**src/rtl/core_irq_pkg.sv**
```systemverilog
package core_irq_pkg;
    // Level space
    localparam int LVL_N    = 16;
    localparam int LVL_W    = $clog2(LVL_N);
    localparam int EXT_BASE = 4;
    localparam int EXT_N    = LVL_N - EXT_BASE;

    typedef logic [LVL_N-1:0] lvl_vec_t;
    typedef logic [LVL_W-1:0] lvl_t;

    // Levels 0 and 1 are always enabled; 2 and 3 never; the rest are writable
    localparam lvl_vec_t FIXED_ON = lvl_vec_t'(3);
    localparam lvl_vec_t WRITABLE = ~lvl_vec_t'((1 << EXT_BASE) - 1);

    typedef struct packed {
        logic valid;
        lvl_t level;
    } grant_t;

    typedef struct packed {
        logic valid;
        lvl_t level;
    } ack_t;

    // Lowest set index wins
    function automatic grant_t pick_first(lvl_vec_t v);
        grant_t g;
        g = '0;
        for (int i = LVL_N - 1; i >= 0; i--) begin
            if (v[i]) begin
                g.valid = 1'b1;
                g.level = lvl_t'(i);
            end
        end
        return g;
    endfunction
endpackage

```
**src/rtl/irq_pend_bank.sv**
```systemverilog
module irq_pend_bank
    import core_irq_pkg::*;
(
    input  logic     clk,
    input  logic     rst,
    input  lvl_vec_t req,
    input  ack_t     ack,
    output lvl_vec_t pend
);
    for (genvar i = 0; i < LVL_N; i++) begin : g_lvl
        logic seen_q;
        logic pend_q;
        logic rise;
        logic hit;

        assign rise = req[i] & ~seen_q;
        assign hit  = ack.valid && (ack.level == lvl_t'(i));

        always_ff @(posedge clk) begin
            if (rst) begin
                seen_q <= 1'b0;
                pend_q <= 1'b0;
            end else begin
                seen_q <= req[i];
                // a fresh edge outranks a simultaneous acknowledge
                pend_q <= rise | (pend_q & ~hit);
            end
        end

        assign pend[i] = pend_q;
    end
endmodule

```
**src/rtl/irq_mask_reg.sv**
```systemverilog
module irq_mask_reg
    import core_irq_pkg::*;
#(
    parameter lvl_vec_t RESET_EN = '0
) (
    input  logic     clk,
    input  logic     rst,
    input  logic     we,
    input  lvl_vec_t wdata,
    output lvl_vec_t en
);
    lvl_vec_t en_q;

    always_ff @(posedge clk) begin
        if (rst)
            en_q <= (RESET_EN & WRITABLE) | FIXED_ON;
        else if (we)
            en_q <= (wdata & WRITABLE) | FIXED_ON;
    end

    assign en = en_q;
endmodule

```
**src/rtl/irq_arbiter.sv**
```systemverilog
module irq_arbiter
    import core_irq_pkg::*;
(
    input  logic     clk,
    input  logic     rst,
    input  lvl_vec_t pend,
    input  lvl_vec_t en,
    output grant_t   grant
);
    grant_t grant_q;

    always_ff @(posedge clk) begin
        if (rst)
            grant_q <= '0;
        else
            grant_q <= pick_first(pend & en);
    end

    assign grant = grant_q;
endmodule

```
**src/rtl/core_irq_arb.sv**
```systemverilog
module core_irq_arb
    import core_irq_pkg::*;
#(
    parameter lvl_vec_t RESET_EN = '0
) (
    input  logic             clk,
    input  logic             rst,
    input  logic             rst_req,
    input  logic             nmi_req,
    input  logic [EXT_N-1:0] ext_req,
    input  logic             ack_valid,
    input  logic [LVL_W-1:0] ack_level,
    input  logic             mask_we,
    input  logic [LVL_N-1:0] mask_wdata,
    output logic [LVL_N-1:0] mask_rdata,
    output logic             irq_valid,
    output logic [LVL_W-1:0] irq_level
);
    lvl_vec_t req;
    lvl_vec_t pend;
    lvl_vec_t en;
    ack_t     ack_in;
    grant_t   grant;

    // reserved slots are tied low so they can never latch
    assign req    = {ext_req, {(EXT_BASE - 2){1'b0}}, nmi_req, rst_req};
    assign ack_in = {ack_valid, ack_level};

    irq_pend_bank u_pend (
        .clk  (clk),
        .rst  (rst),
        .req  (req),
        .ack  (ack_in),
        .pend (pend)
    );

    irq_mask_reg #(.RESET_EN(RESET_EN)) u_mask (
        .clk   (clk),
        .rst   (rst),
        .we    (mask_we),
        .wdata (mask_wdata),
        .en    (en)
    );

    irq_arbiter u_arb (
        .clk   (clk),
        .rst   (rst),
        .pend  (pend),
        .en    (en),
        .grant (grant)
    );

    assign mask_rdata = en;
    assign irq_valid  = grant.valid;
    assign irq_level  = grant.level;
endmodule

```
**config.mk**
```make
export PLATFORM = sky130hd
export DESIGN_NAME = core_irq_arb
export DESIGN_NICKNAME = d
export VERILOG_FILES = /design/src/rtl/core_irq_pkg.sv /design/src/rtl/irq_pend_bank.sv /design/src/rtl/irq_mask_reg.sv /design/src/rtl/irq_arbiter.sv /design/src/rtl/core_irq_arb.sv
export SDC_FILE = /design/constraint.sdc
export NUM_CORES = 1
export LEC_CHECK = 0
export CAP_MARGIN = 10
export CORE_UTILIZATION = 48
export CTS_BUF_LIST = sky130_fd_sc_hd__clkbuf_16
export CTS_CLUSTER_SIZE = 40
export DETAILED_ROUTE_END_ITERATION = 10
export PLACE_DENSITY = 0.84
export SLEW_MARGIN = 10
export SYNTH_ARGS = -nofsm -noshare
export SYNTH_HDL_FRONTEND = slang
export SYNTH_SLANG_ARGS = --single-unit
export TNS_END_PERCENT = 20
```
**constraint.sdc**
```tcl
create_clock -name clk -period 2.1 [get_ports clk]
set_clock_uncertainty 0.15 [all_clocks]
set_input_delay 0.525 -clock clk [delete_from_list [all_inputs] [get_ports clk]]
set_output_delay 0.525 -clock clk [all_outputs]
set_load 0.02 [all_outputs]
```
## Word-level counts from Yosys, hierarchy flattened

Index checks and enable logic that the tools add are counted.

- Logic and storage cells: 163
- Input port bits: 38
- Bits in registers: 47
- Output and inout port bits: 21

- Reduce and logical (&&, ||, !) cells: 21
- Eq/ne operators: 15
- Mux-type cells: 16
- Bitwise gates (word level): 75

Operators with widths:

| cell | number |
|---|---|
| $mux 5 | 16 |
| $eq 4x4->1 const B | 8 |
| $and 1x1->1 | 30 |
| $not 1->1 | 30 |
| $and 16x16->16 | 1 |
| $eq 4x3->1 const B | 4 |
| $logic_and 1x1->1 | 16 |
| $or 1x1->1 | 14 |
| $reduce_or 9->1 | 1 |
| $eq 4x2->1 const B | 2 |
| $reduce_or 5->1 | 1 |
| $eq 4x1->1 const B | 1 |
| $logic_not 4->1 | 1 |
| $reduce_or 3->1 | 1 |
| $reduce_or 2->1 | 1 |

## Longest topological paths before layout

- Depth after elaboration: 17
- Mapped depth: 4
- Depth with buffers taken out: 4

## By module

A second synthesis with hierarchy kept.

- Cell total of the unflattened synthesis: 217
- Area, all modules: 2,037.0 sq um

By module, submodules not included:

| module | instances | area an instance (sq um) | seq. area each (sq um) | cells each |
|---|---|---|---|---|
| irq_pend_bank | 1 | 1,222.4 | 640.6 | 126 |
| irq_mask_reg | 1 | 457.9 | 240.2 | 44 |
| irq_arbiter | 1 | 352.8 | 100.1 | 46 |
| core_irq_arb | 1 | 3.8 | 0.0 | 1 |

## Least setup slack after synthesis

No wires, ideal clock.

- Kind: input-to-reg
- Start: in ack_level[0]
- End: reg u_pend.g_lvl[0].pend_q
- Library setup time: 0.132 ns
- Arrival: 1.164 ns
- Stages on the path: 3
- Path buffers: 0
- Data required time: 1.818 ns
- Slack: 0.654 ns
- Cells stage by stage: or3b_4 -> o31ai_2 -> a21oi_1

- Longest elaborated chain between the ends: 5

Ends and longest elaborated chain:

| what | RTL line | source |
|---|---|---|
| from (decl) | core_irq_arb.sv:12 | `input logic [LVL_W-1:0] ack_level,` |
| $logic_not 4->1 | irq_pend_bank.sv:17 | `assign hit = ack.valid && (ack.level == lvl_t'(i));` |
| $logic_and 1x1->1 | irq_pend_bank.sv:17 |  |
| $not 1->1 | irq_pend_bank.sv:26 | `pend_q <= rise \| (pend_q & ~hit);` |
| $and 1x1->1 | irq_pend_bank.sv:26 |  |
| $or 1x1->1 | irq_pend_bank.sv:26 |  |
| to (signal assigned) | irq_pend_bank.sv:26 |  |
| to (decl) | irq_pend_bank.sv:12 | `logic pend_q;` |

Every way passes these cells.
A chain may end at the register's enable or synchronous reset.

## Worst setup path after layout

- Start: reg u_mask.en_q[12], in the netlist u_mask.en[12]
- End: out mask_rdata[12]

RTL lines:

| what | RTL line | source |
|---|---|---|
| from (decl) | irq_mask_reg.sv:12 | `lvl_vec_t en_q;` |
| from (signal assigned) | irq_mask_reg.sv:16 | `en_q <= (RESET_EN & WRITABLE) \| FIXED_ON;` |
| from (signal assigned) | irq_mask_reg.sv:18 | `en_q <= (wdata & WRITABLE) \| FIXED_ON;` |
| to (decl) | core_irq_arb.sv:15 | `output logic [LVL_N-1:0] mask_rdata,` |

No word-level cell between the ends.

==> metrics.md <==
| Metric | Value |
|---|---|
| Outcome | finished, final reports clean |
| Top_reg_cell synth | dfxtp_1 |
| Initial Util | 51.02% |
| Starting DRT DRC Count | 71 |
| Leak Pwr | 0.9500 nW |
| Core outline area | between 3000 and 4000 um^2 |
| Most numerous cell in the Yosys netlist | dfxtp_1 |
| CP arrival | 1.32 ns |
| YS warnings | 0 |
| Cells after synthesis | 178 |
| Largest family of logic cells by synthesized area | simple AND/OR/NAND/NOR gates |
| Worst-path cell chain | clkdlybuf4s50_1 |
| NumNets Final | 267 |
| Number of synthesized flops with an enable pin | 0 |
| Post-Synth Adder-Cell Area | 0% |
| Cell Pwr Density | ~860 nW/um^2 |
| Row count | 21 |
| Ratio of cells with drive above 1 in the final layout | under 10% |
| CTS tree | done |
| CTS Sinks | 45 |
| Family with the most delay on the worst path | buffers and inverters |
| Syn Std Cell Area | between 1500 and 2000 um^2 |
| Final ANT Viol Nets | 0 |
| GRT Resource Usage Total | about a fifth |
| Cells after DPL | 268 |
| Critical path's largest stage delay | 0.63 ns |
| Reg2Reg Setup Slack | 0.69 ns |
| Max_cap viols | 0 |
| Synth Area in XOR/XNOR | 0% |
| RSZ-0062 raised after global routing | no |
| # IOs | 59 |
| Initial DRT Pass Iterations | 4 |
| Die width | approximately 62 um |
| Setup TNS | 0 ns |
| Maximum clock insertion buffer count | 2 |
| Peak Freq | 501.8 MHz |
| Max Slew Vio Count | 0 |
| Area leader, netlist | dfxtp_1 |
| Post-Synth Simple-Gate Area | 21.20% |
| Asr flop ratio synth | 0% |
| Worst path bufs/invs | 1 |
| Global-route wire length before repair | 5.595 mm |
| Worst setup SP type | register |
| CTS root buffer | clkbuf_16 |
| DP HPWL | 2.549 mm |
| Post-CTS Hold Buffers | 0 |
| FF+latch count, synth | 45 |
| Peak fanout along the critical path | 5 |
| H-tree depth | 2 |
| Multiplexer share of the synthesized area | 6.946% |
| Post-synth top cells | dfxtp_1, a21oi_1, nand2b_1 |
| GRT overflow | 0 |
| DR vias | 1414 |
| WL final | 3.531 mm |
| Setup violators final | 0 |
| Final Cycle Share | approximately 95% |
| Post_cts resized | 0 |
| Fin. Hold Viols | 0 |
| Unique masters post-synth | 31 |
| PortBufs | 50 |
| Worst-Skew Late Latency | 0.28 ns |
| CP max stage cell | clkdlybuf4s50_1 |
| Register area share after synthesis | between 50% and 60% |
| Final cell count without fillers | 276 |
| Number of antenna diodes | 0 |
| Yosys top cell area share | 52.10% |
| Hold Crit Class | register to register |
| # DRC | 0 |
| Number of CTS-inserted buffers | 5 |
| Initial antenna violation count | 0 |
| Critical path class | register to output port |
| Pwr Total | 2.085 mW |
| Routed wire per std cell | 12.79 um |
| Final Util | a little under three quarters |
| Synth-to-Final Area Change | 40.45% |
| Worst vdd ir | 0.6050 mV |
| Die H | 62.02 um |
| Vias per cell | 5.123 |
| Die footprint | 3846 um^2 |
| Required time of the critical path | approximately 1.4 ns |
| Avg Inst Size Synth | 9.714 um^2 |
| Critical path capture point type | output port |
| Vias in the first global route | 1297 |
| Top cells by area, synth | dfxtp_1, mux2i_1, nand2b_1 |
| Compound-Gate Fraction of Synth Area | 16.06% |
| Clock-pin slew on the worst setup and hold paths | 0.06 ns |
| Min cycle time layout | 1.993 ns |
| Largest net degree at the start of global routing | between 40 and 50 |
| GPL Wtd Cong | 0.8457 |
| Post-CTS setup buffer count | 0 |
| Min Hold Slack | 0.3325 ns |
placed cells by master (no fill, tap or decap), drive strengths merged, types with 4 or more instances in the layout:
cell type / count
a22oi: 4
nor2: 15
nand2b: 16
nand3: 4
clkbuf: 5
mux2i: 12
a21oi: 16
clkdlybuf4s50: 50
dfxtp: 45
o21ai: 13
nand2: 9
nor2b: 14
conb: 4
per-stage QoR:
step	worst slack, ns	cell area, um^2
3_5_place_dp	0.08155	2266
5_1_grt	0.04404	2429
2_1_floorplan	0.6539	1737
4_1_cts	0.08988	2429
6_report	0.1073	2429
3_3_place_gp	0.1107	2266
cell type report:
class	count	area (um^2)
multi-input combinational	125	779.5
clock inverter	3	37.54
tap	46	57.56
fill	259	960.9
timing repair buffer	52	528.0
clock buffer	5	125.1
sequential	45	900.9
flip-flops by register name (all words and copies together) (netlist names):
| register | count |
|---|---|
| u_arb.grant | 5 |
| u_mask.en | 12 |
| u_pend.g_lvl.pend_q | 14 |
| u_pend.g_lvl.seen_q | 14 |
metal layers:
layer	wire length, um	up-vias	GRT usage (%)
met1	1608	617	23.94
li1	-	715	-
met2	1541	71	34.19
met3	278	11	7.867
met4	103	0	11.43
met5	0	-	0
power breakdown:
part,total (mW),internal [mW],switching (mW)
Combinational,0.281,0.156,0.125
Clock,0.852,0.552,0.300
Sequential,0.951,0.911,0.0400
path summary, 6_finish.rpt:
check / to / cells after the start / startpoint
max: mask_rdata[12] / 1 / u_mask.en[12]
min: u_pend.g_lvl[5].pend_q / 2 / u_pend.g_lvl[5].seen_q
min reg2reg: u_pend.g_lvl[5].pend_q / 2 / u_pend.g_lvl[5].seen_q
max reg2reg: u_arb.grant[1] / 4 / u_mask.en[14]
worst register-to-register path, cell delays in order, from the launching register on:
cell and delay, ns:
dfxtp_1 0.33, a22oi_1 0.25, o21ai_1 0.12, a222oi_1 0.37, nor3b_2 0.08
logic make-up (layout without fill, tap and decap cells):
family,count (synthesis),after routing
and+or+nand+nor,65,65
DFF,45,45
AOI/OAI and AO/OA,44,44
muxes,12,12
buffers and inverters,10,60
other,2,4
Note: power is estimated with default switching activity, not from simulation.
